[config.mk]
export PLATFORM = sky130hd
export DESIGN_NAME = spi_wr_guard
export DESIGN_NICKNAME = d
export VERILOG_FILES = /design/src/rtl/spi_wr_pkg.sv /design/src/rtl/spi_in_sync.sv /design/src/rtl/spi_cmd_shift.sv /design/src/rtl/spi_wr_state.sv /design/src/rtl/spi_wr_guard.sv
export SDC_FILE = /design/constraint.sdc
export NUM_CORES = 1
export LEC_CHECK = 0
export ABC_CLOCK_PERIOD_IN_PS = 1800
export CAP_MARGIN = 5
export CORE_ASPECT_RATIO = 0.9
export CORE_MARGIN = 5
export CORE_UTILIZATION = 56
export CTS_CLUSTER_SIZE = 10
export DETAILED_ROUTE_END_ITERATION = 16
export DONT_BUFFER_PORTS = 1
export PLACE_DENSITY = 0.72
export SLEW_MARGIN = 20
export SYNTH_ARGS = -nofsm -noshare
export SYNTH_HDL_FRONTEND = slang
export SYNTH_SLANG_ARGS = --single-unit
[constraint.sdc]
create_clock -name clk -period 1.8 [get_ports clk]
set_input_delay 0.45 -clock clk [delete_from_list [all_inputs] [get_ports clk]]
set_output_delay 0.45 -clock clk [all_outputs]
set_load 0.005 [all_outputs]
[src/rtl/spi_wr_pkg.sv]
package spi_wr_pkg;

  localparam int BYTE_W = 8;

  localparam logic [BYTE_W-1:0] OPC_SET_WE = 8'h06;
  localparam logic [BYTE_W-1:0] OPC_CLR_WE = 8'h04;
  localparam logic [BYTE_W-1:0] OPC_ARM_SR = 8'h50;
  localparam logic [BYTE_W-1:0] OPC_WR_SR  = 8'h01;
  localparam logic [BYTE_W-1:0] OPC_AAI    = 8'hAD;

  localparam int ST_BUSY = 0;
  localparam int ST_WE   = 1;
  localparam int ST_AAI  = 6;

  // status bits that a status write may change
  localparam logic [BYTE_W-1:0] SR_KEEP_MASK = 8'hBC;

  typedef struct packed {
    logic              valid;
    logic              has_data;
    logic [BYTE_W-1:0] op;
    logic [BYTE_W-1:0] dat;
  } frame_t;

  function automatic logic is_prog_op(input logic [BYTE_W-1:0] op);
    case (op)
      8'h02, 8'hAD, 8'h20, 8'h52, 8'hD8, 8'h60, 8'hC7: return 1'b1;
      default:                                         return 1'b0;
    endcase
  endfunction

endpackage

[src/rtl/spi_in_sync.sv]
module spi_in_sync #(
  parameter int               WIDTH   = 3,
  parameter int               STAGES  = 2,
  parameter logic [WIDTH-1:0] RST_VAL = '0
) (
  input  logic             clk,
  input  logic             rst,
  input  logic [WIDTH-1:0] d,
  output logic [WIDTH-1:0] q
);

  logic [STAGES-1:0][WIDTH-1:0] stg;

  always_ff @(posedge clk) begin
    if (rst) begin
      for (int i = 0; i < STAGES; i++) stg[i] <= RST_VAL;
    end else begin
      stg[0] <= d;
      for (int i = 1; i < STAGES; i++) stg[i] <= stg[i-1];
    end
  end

  assign q = stg[STAGES-1];

endmodule

[src/rtl/spi_cmd_shift.sv]
module spi_cmd_shift
  import spi_wr_pkg::*;
(
  input  logic   clk,
  input  logic   rst,
  input  logic   sck_s,
  input  logic   csn_s,
  input  logic   si_s,
  output frame_t frame_o
);

  localparam int IDX_W = $clog2(BYTE_W);
  localparam int CNT_W = 2;
  localparam logic [IDX_W-1:0] IDX_LAST = IDX_W'(BYTE_W - 1);
  localparam logic [CNT_W-1:0] CNT_MAX  = '1;

  logic              sck_q, csn_q;
  logic [IDX_W-1:0]  bit_idx;
  logic [CNT_W-1:0]  byte_cnt;
  logic [BYTE_W-1:0] sh, opc, dat;
  logic [BYTE_W-1:0] sh_nxt;
  logic              sck_rise, cs_rise;

  assign sh_nxt   = {sh[BYTE_W-2:0], si_s};
  assign sck_rise = sck_s & ~sck_q & ~csn_s;
  assign cs_rise  = csn_s & ~csn_q;

  always_ff @(posedge clk) begin
    if (rst) begin
      sck_q    <= 1'b0;
      csn_q    <= 1'b1;
      bit_idx  <= '0;
      byte_cnt <= '0;
      sh       <= '0;
      opc      <= '0;
      dat      <= '0;
      frame_o  <= '0;
    end else begin
      sck_q             <= sck_s;
      csn_q             <= csn_s;
      frame_o.valid     <= cs_rise && (bit_idx == '0) && (byte_cnt != '0);
      frame_o.has_data  <= byte_cnt >= CNT_W'(2);
      frame_o.op        <= opc;
      frame_o.dat       <= dat;
      if (csn_s) begin
        bit_idx  <= '0;
        byte_cnt <= '0;
      end else if (sck_rise) begin
        sh      <= sh_nxt;
        bit_idx <= bit_idx + 1'b1;
        if (bit_idx == IDX_LAST) begin
          if (byte_cnt == CNT_W'(0)) opc <= sh_nxt;
          if (byte_cnt == CNT_W'(1)) dat <= sh_nxt;
          if (byte_cnt != CNT_MAX)   byte_cnt <= byte_cnt + 1'b1;
        end
      end
    end
  end

endmodule

[src/rtl/spi_wr_state.sv]
module spi_wr_state
  import spi_wr_pkg::*;
(
  input  logic              clk,
  input  logic              rst,
  input  frame_t            frame_i,
  input  logic              prog_busy,
  output logic              wel_o,
  output logic              aai_o,
  output logic              wr_allow_o,
  output logic [BYTE_W-1:0] status_o,
  output logic              pgm_start_o,
  output logic [BYTE_W-1:0] pgm_op_o,
  output logic              pgm_reject_o,
  output logic              sr_wr_o,
  output logic [BYTE_W-1:0] sr_data_o
);

  logic              wel, aai, armed, busy_q;
  logic [BYTE_W-1:0] sr_keep;

  always_ff @(posedge clk) begin
    if (rst) begin
      wel          <= 1'b0;
      aai          <= 1'b0;
      armed        <= 1'b0;
      busy_q       <= 1'b0;
      sr_keep      <= '0;
      pgm_start_o  <= 1'b0;
      pgm_op_o     <= '0;
      pgm_reject_o <= 1'b0;
      sr_wr_o      <= 1'b0;
      sr_data_o    <= '0;
    end else begin
      busy_q       <= prog_busy;
      pgm_start_o  <= 1'b0;
      pgm_reject_o <= 1'b0;
      sr_wr_o      <= 1'b0;
      if (frame_i.valid) begin
        if (frame_i.op == OPC_SET_WE) begin
          wel   <= 1'b1;
          armed <= 1'b0;
        end else if (frame_i.op == OPC_CLR_WE) begin
          wel   <= 1'b0;
          aai   <= 1'b0;
          armed <= 1'b0;
        end else if (frame_i.op == OPC_ARM_SR) begin
          armed <= 1'b1;
        end else if (frame_i.op == OPC_WR_SR) begin
          armed <= 1'b0;
          if (frame_i.has_data && (armed || wel)) begin
            sr_keep   <= frame_i.dat & SR_KEEP_MASK;
            sr_data_o <= frame_i.dat;
            sr_wr_o   <= 1'b1;
            wel       <= 1'b0;
          end
        end else if (is_prog_op(frame_i.op)) begin
          armed <= 1'b0;
          if (wel && !busy_q) begin
            pgm_start_o <= 1'b1;
            pgm_op_o    <= frame_i.op;
            if (frame_i.op == OPC_AAI) aai <= 1'b1;
            else                       wel <= 1'b0;
          end else begin
            pgm_reject_o <= 1'b1;
          end
        end else begin
          armed <= 1'b0;
        end
      end
    end
  end

  always_comb begin
    status_o          = sr_keep;
    status_o[ST_BUSY] = busy_q;
    status_o[ST_WE]   = wel;
    status_o[ST_AAI]  = aai;
  end

  assign wel_o      = wel;
  assign aai_o      = aai;
  assign wr_allow_o = wel & ~busy_q;

endmodule

[src/rtl/spi_wr_guard.sv]
module spi_wr_guard
  import spi_wr_pkg::*;
#(
  parameter int SYNC_STAGES = 2
) (
  input  logic              clk,
  input  logic              rst,
  input  logic              spi_sck,
  input  logic              spi_cs_n,
  input  logic              spi_si,
  input  logic              prog_busy,
  output logic              so_dat,
  output logic              so_en,
  output logic              wel_o,
  output logic              aai_o,
  output logic              wr_allow_o,
  output logic [BYTE_W-1:0] status_o,
  output logic              pgm_start_o,
  output logic [BYTE_W-1:0] pgm_op_o,
  output logic              pgm_reject_o,
  output logic              sr_wr_o,
  output logic [BYTE_W-1:0] sr_data_o
);

  localparam int IN_W = 3;

  logic [IN_W-1:0] pins_s;
  frame_t          frame_q;
  logic            frame_valid;
  logic            so_en_q;

  spi_in_sync #(
    .WIDTH  (IN_W),
    .STAGES (SYNC_STAGES),
    .RST_VAL(3'b010)
  ) u_sync (
    .clk(clk),
    .rst(rst),
    .d  ({spi_sck, spi_cs_n, spi_si}),
    .q  (pins_s)
  );

  spi_cmd_shift u_shift (
    .clk    (clk),
    .rst    (rst),
    .sck_s  (pins_s[2]),
    .csn_s  (pins_s[1]),
    .si_s   (pins_s[0]),
    .frame_o(frame_q)
  );

  spi_wr_state u_state (
    .clk         (clk),
    .rst         (rst),
    .frame_i     (frame_q),
    .prog_busy   (prog_busy),
    .wel_o       (wel_o),
    .aai_o       (aai_o),
    .wr_allow_o  (wr_allow_o),
    .status_o    (status_o),
    .pgm_start_o (pgm_start_o),
    .pgm_op_o    (pgm_op_o),
    .pgm_reject_o(pgm_reject_o),
    .sr_wr_o     (sr_wr_o),
    .sr_data_o   (sr_data_o)
  );

  assign frame_valid = frame_q.valid;

  // no command handled here returns data
  always_ff @(posedge clk) begin
    if (rst) so_en_q <= 1'b0;
    else     so_en_q <= 1'b0;
  end

  assign so_en  = so_en_q;
  assign so_dat = 1'b0;

endmodule

==> impl_metrics.csv <==
group,metric,value,unit
run_status,outcome,"complete, but fails checks",
run_status,violations,"negative setup slack",
clock_network,clk_path_buf_depth,2,
grt,grt_pass1_wl,8.56,mm
clock_network,numCtsBuffers,9,
clock_network,clk_pin_slew_worst_paths,70,ps
hold_path,min_from,"rst",
finish,final_nets,307,
critical_path,reg2regPathDepth,6,
placement,place_congestion,0.846,
critical_path,required,2020,ps
routing,viasPerCell,5.18,
routing,detail_route.wl_per_cell,13.6,um
routing,drt_iter0_markers,42,
critical_path,reg2reg_to,"u_state.pgm_op_o[3]",
sta,slew_viol_final,0,
hold_path,holdPathStages,1,
critical_path,cp_top_family,"simple AND/OR/NAND/NOR gates",
grt,overflow,0,
critical_path,critPathMaxStageDelay,560,ps
synth,synth_edf_count,0,
critical_path,start_kind,"register",
critical_path,r2r_slack,-50,ps
power,vdd_ir_drop_max,1.10,mV
critical_path,critical_path_buf_inv_count,1,
sta,skew,9.18,ps
finish,multi_input_area,0.00136,mm2
power,power.internal,2.53,mW
clock_network,cts_tree,"yes",
clock_network,ctsHoldBuffers,0,
synth,yosysTopAreaCell,"dfxtp_1",
critical_path,crit_path_max_fanout,8,
hold_path,whs_endpoint,"u_state.busy_q",
finish,n_antenna_cell,0,
clock_network,worstSkewPairLatency,340,ps
clock_network,htreeDepth,3,
sta,rsz0062_at_grt,"true",
placement,portBuffers,0,
synth,syn_avg_cell_area,10.3,um2
sta,relSlewSlack,58.2,%
die,die_area,0.00690,mm2
sta,hold_viol_final,0,
finish,fillCellCount,411,
synth,synth_top_area_share,51.6,%
critical_path,crit_type,"reg -> reg",
finish,layout-drive-gt1-share,14.4,%
sta,setup_viol,17,
power,p_switching,586,uW
routing,first_pass_iters,4,
grt,grt_max_degree,81,
die,ioPinCount,38,
critical_path,crit_arrival,2070,ps
routing,ant_nets,0,
die,initial_core_util,57.2,%
power,power_density,940,mW/mm2
die,core,0.00522,mm2
power,p_comb_share,0.6,%
grt,grt_pass1_vias,1847,
die,rows,25,
synth,ys_warn_count,0,
power,leakagePower,1.35,nW
synth,synth_cells,291,
grt,track_usage,16.2,%
synth,async_flop_share,0,%
synth,synth_flop_cell,"dfxtp_1",
die,chipWidth,87.0,um
routing,totalWireLength,4.95,mm
sta,holdWs,178,ps
clock_network,post_cts_buffers,0,
clock_network,cts_sinks,77,
synth,synth_commonest_cells,"77 x dfxtp_1, 43 x nor2_1, 40 x mux2i_1",
finish,post-route-util,63.5,%
flow_run,maxCapViolCount,0,
sta,fin_crit,1850,ps
critical_path,r2r-start,"u_shift.frame_o[13]",
placement,place_ws,-72.9,ps
synth,yosysMostFrequentCell,"dfxtp_1",
sta,timing.fmax,540,MHz
synth,netlist_area,0.00299,mm2
critical_path,crit_path_start,"u_shift.frame_o[13]",
synth,synth_seq_area_share,51.6,%
die,die_h,79.3,um
synth,synth_cell_types,39,
placement,post-dp-hpwl,3.18,mm
synth,ys_seq_elements,77,
critical_path,critPathSlowestCell,"or4_4",
hold_path,min_path_type,"in -> reg",
finish,syn_to_final_growth,11.0,%
power,seqPwrFrac,55.0,%
critical_path,crit_chain,"or4_4, o41a_4, buf_6, nand3_4, a21oi_4, mux2i_1",
synth,synthTopCellsByArea,"dfxtp_1 52%, mux2i_1 13%, nor2b_1 5.7%",
grt,antenna_found_initial,0,
routing,vias,1891,
sta,fin_crit_sh,103,%
critical_path,worst_setup_path_end_kind,"register",
clock_network,clockRootBuffer,"clkbuf_8",
sta,setup_ws,-50.4,ps
routing,drc,0,
power,clockPowerShare,44.4,%
power,design_power_total,3.12,mW
sta,worst_slew_pin_slew,620,ps
power,p_sw_share,18.8,%
finish,seq_area,0.00154,mm2
[final cells by class]
type / instances / area share, %
flip-flops and latches: 77 / 46.5
multi-input cells: 189 / 41.0
clock buffers: 11 / 4.26
well taps: 67 / 2.53
repair buffers: 13 / 3.06
inverters: 4 / 0.453
clock inverters: 4 / 2.19
[logic make-up (layout without fill, tap and decap cells)]
family | Yosys count | count (layout) | synth area share [%]
xor+xnor | 3 | 3 | 0.879
fa+ha+maj | 7 | 7 | 2.93
compound gates | 17 | 17 | 4.40
flops | 77 | 77 | 51.6
buf+inv | 26 | 32 | 4.56
simple gates | 120 | 120 | 22.1
other cells | 1 | 2 | 0.125
mux | 40 | 40 | 13.4
[metrics by stage]
step / cells / instance area, um2 / setup TNS [ps]
floorplan: 292 / 3000 / -51.8
global placement: 350 / 3060 / -321
detailed placement: 350 / 3060 / -864
CTS: 365 / 3290 / -722
global route: 365 / 3320 / -2560
finish: 365 / 3320 / -550
[worst max path at each step]
stage / endpoint / slack (ps) / cells after the start
5_1_grt: u_state.pgm_op_o[0] / -190 / 5
3_5_place_dp: u_state.pgm_op_o[3] / -70 / 5
4_1_cts: u_state.pgm_op_o[3] / -50 / 6
3_3_place_gp: u_state.pgm_op_o[2] / -30 / 6
2_1_floorplan: u_state.sr_data_o[0] / -6 / 5
6_report: u_state.pgm_op_o[3] / -50 / 6
[power by group through the flow]
stage,Sequential (mW),Combinational (mW),Clock (mW)
6_report,1.72,0.0181,1.38
5_1_grt,1.72,0.0200,1.52
4_1_cts,1.71,0.0184,1.44
3_5_place_dp,1.75,0.0184,0
3_3_place_gp,1.75,0.0181,0
2_1_floorplan,1.75,0.0433,0
[timing repair]
item / 4_1_cts / 5_1_grt
setup endpoints to repair: 18 / 21
pin swaps: 1 / 1
cloned: 0 / 0
gates resized for setup: 4 / 4
[cells in the final DEF, fill, tap and decap left out, drive strengths merged, types with 3 or more instances in the layout]
master / instances
or2: 3
nor2: 43
o21ai: 5
nor3: 8
nand3: 3
ha: 7
nand2: 5
nand4: 3
mux2i: 40
nand2b: 16
dfxtp: 77
clkbuf: 11
nor2b: 27
buf: 13
a21oi: 4
inv: 4
[routing by layer]
| metal | vias up | global-route usage [%] | part of all wire [%] |
|---|---|---|---|
| met1 | 868 | 19.2 | 45 |
| met4 | 0 | 8.26 | 2.2 |
| met2 | 36 | 24.4 | 47 |
| met3 | 10 | 7.57 | 6.3 |
| met5 | - | 0 | 0 |
| li1 | 977 | - | - |
[sequential cells by signal (all words and copies together), names as in the netlist, 2 cells and up]
signal,cells
u_sync.q,3
u_shift.byte_cnt,2
u_sync.stg,3
u_shift.sh,7
u_shift.bit_idx,3
u_state.sr_data_o,8
u_shift.dat,8
u_shift.opc,8
u_state.pgm_op_o,8
u_shift.frame_o,18
Note: power is estimated with default switching activity, not from simulation.
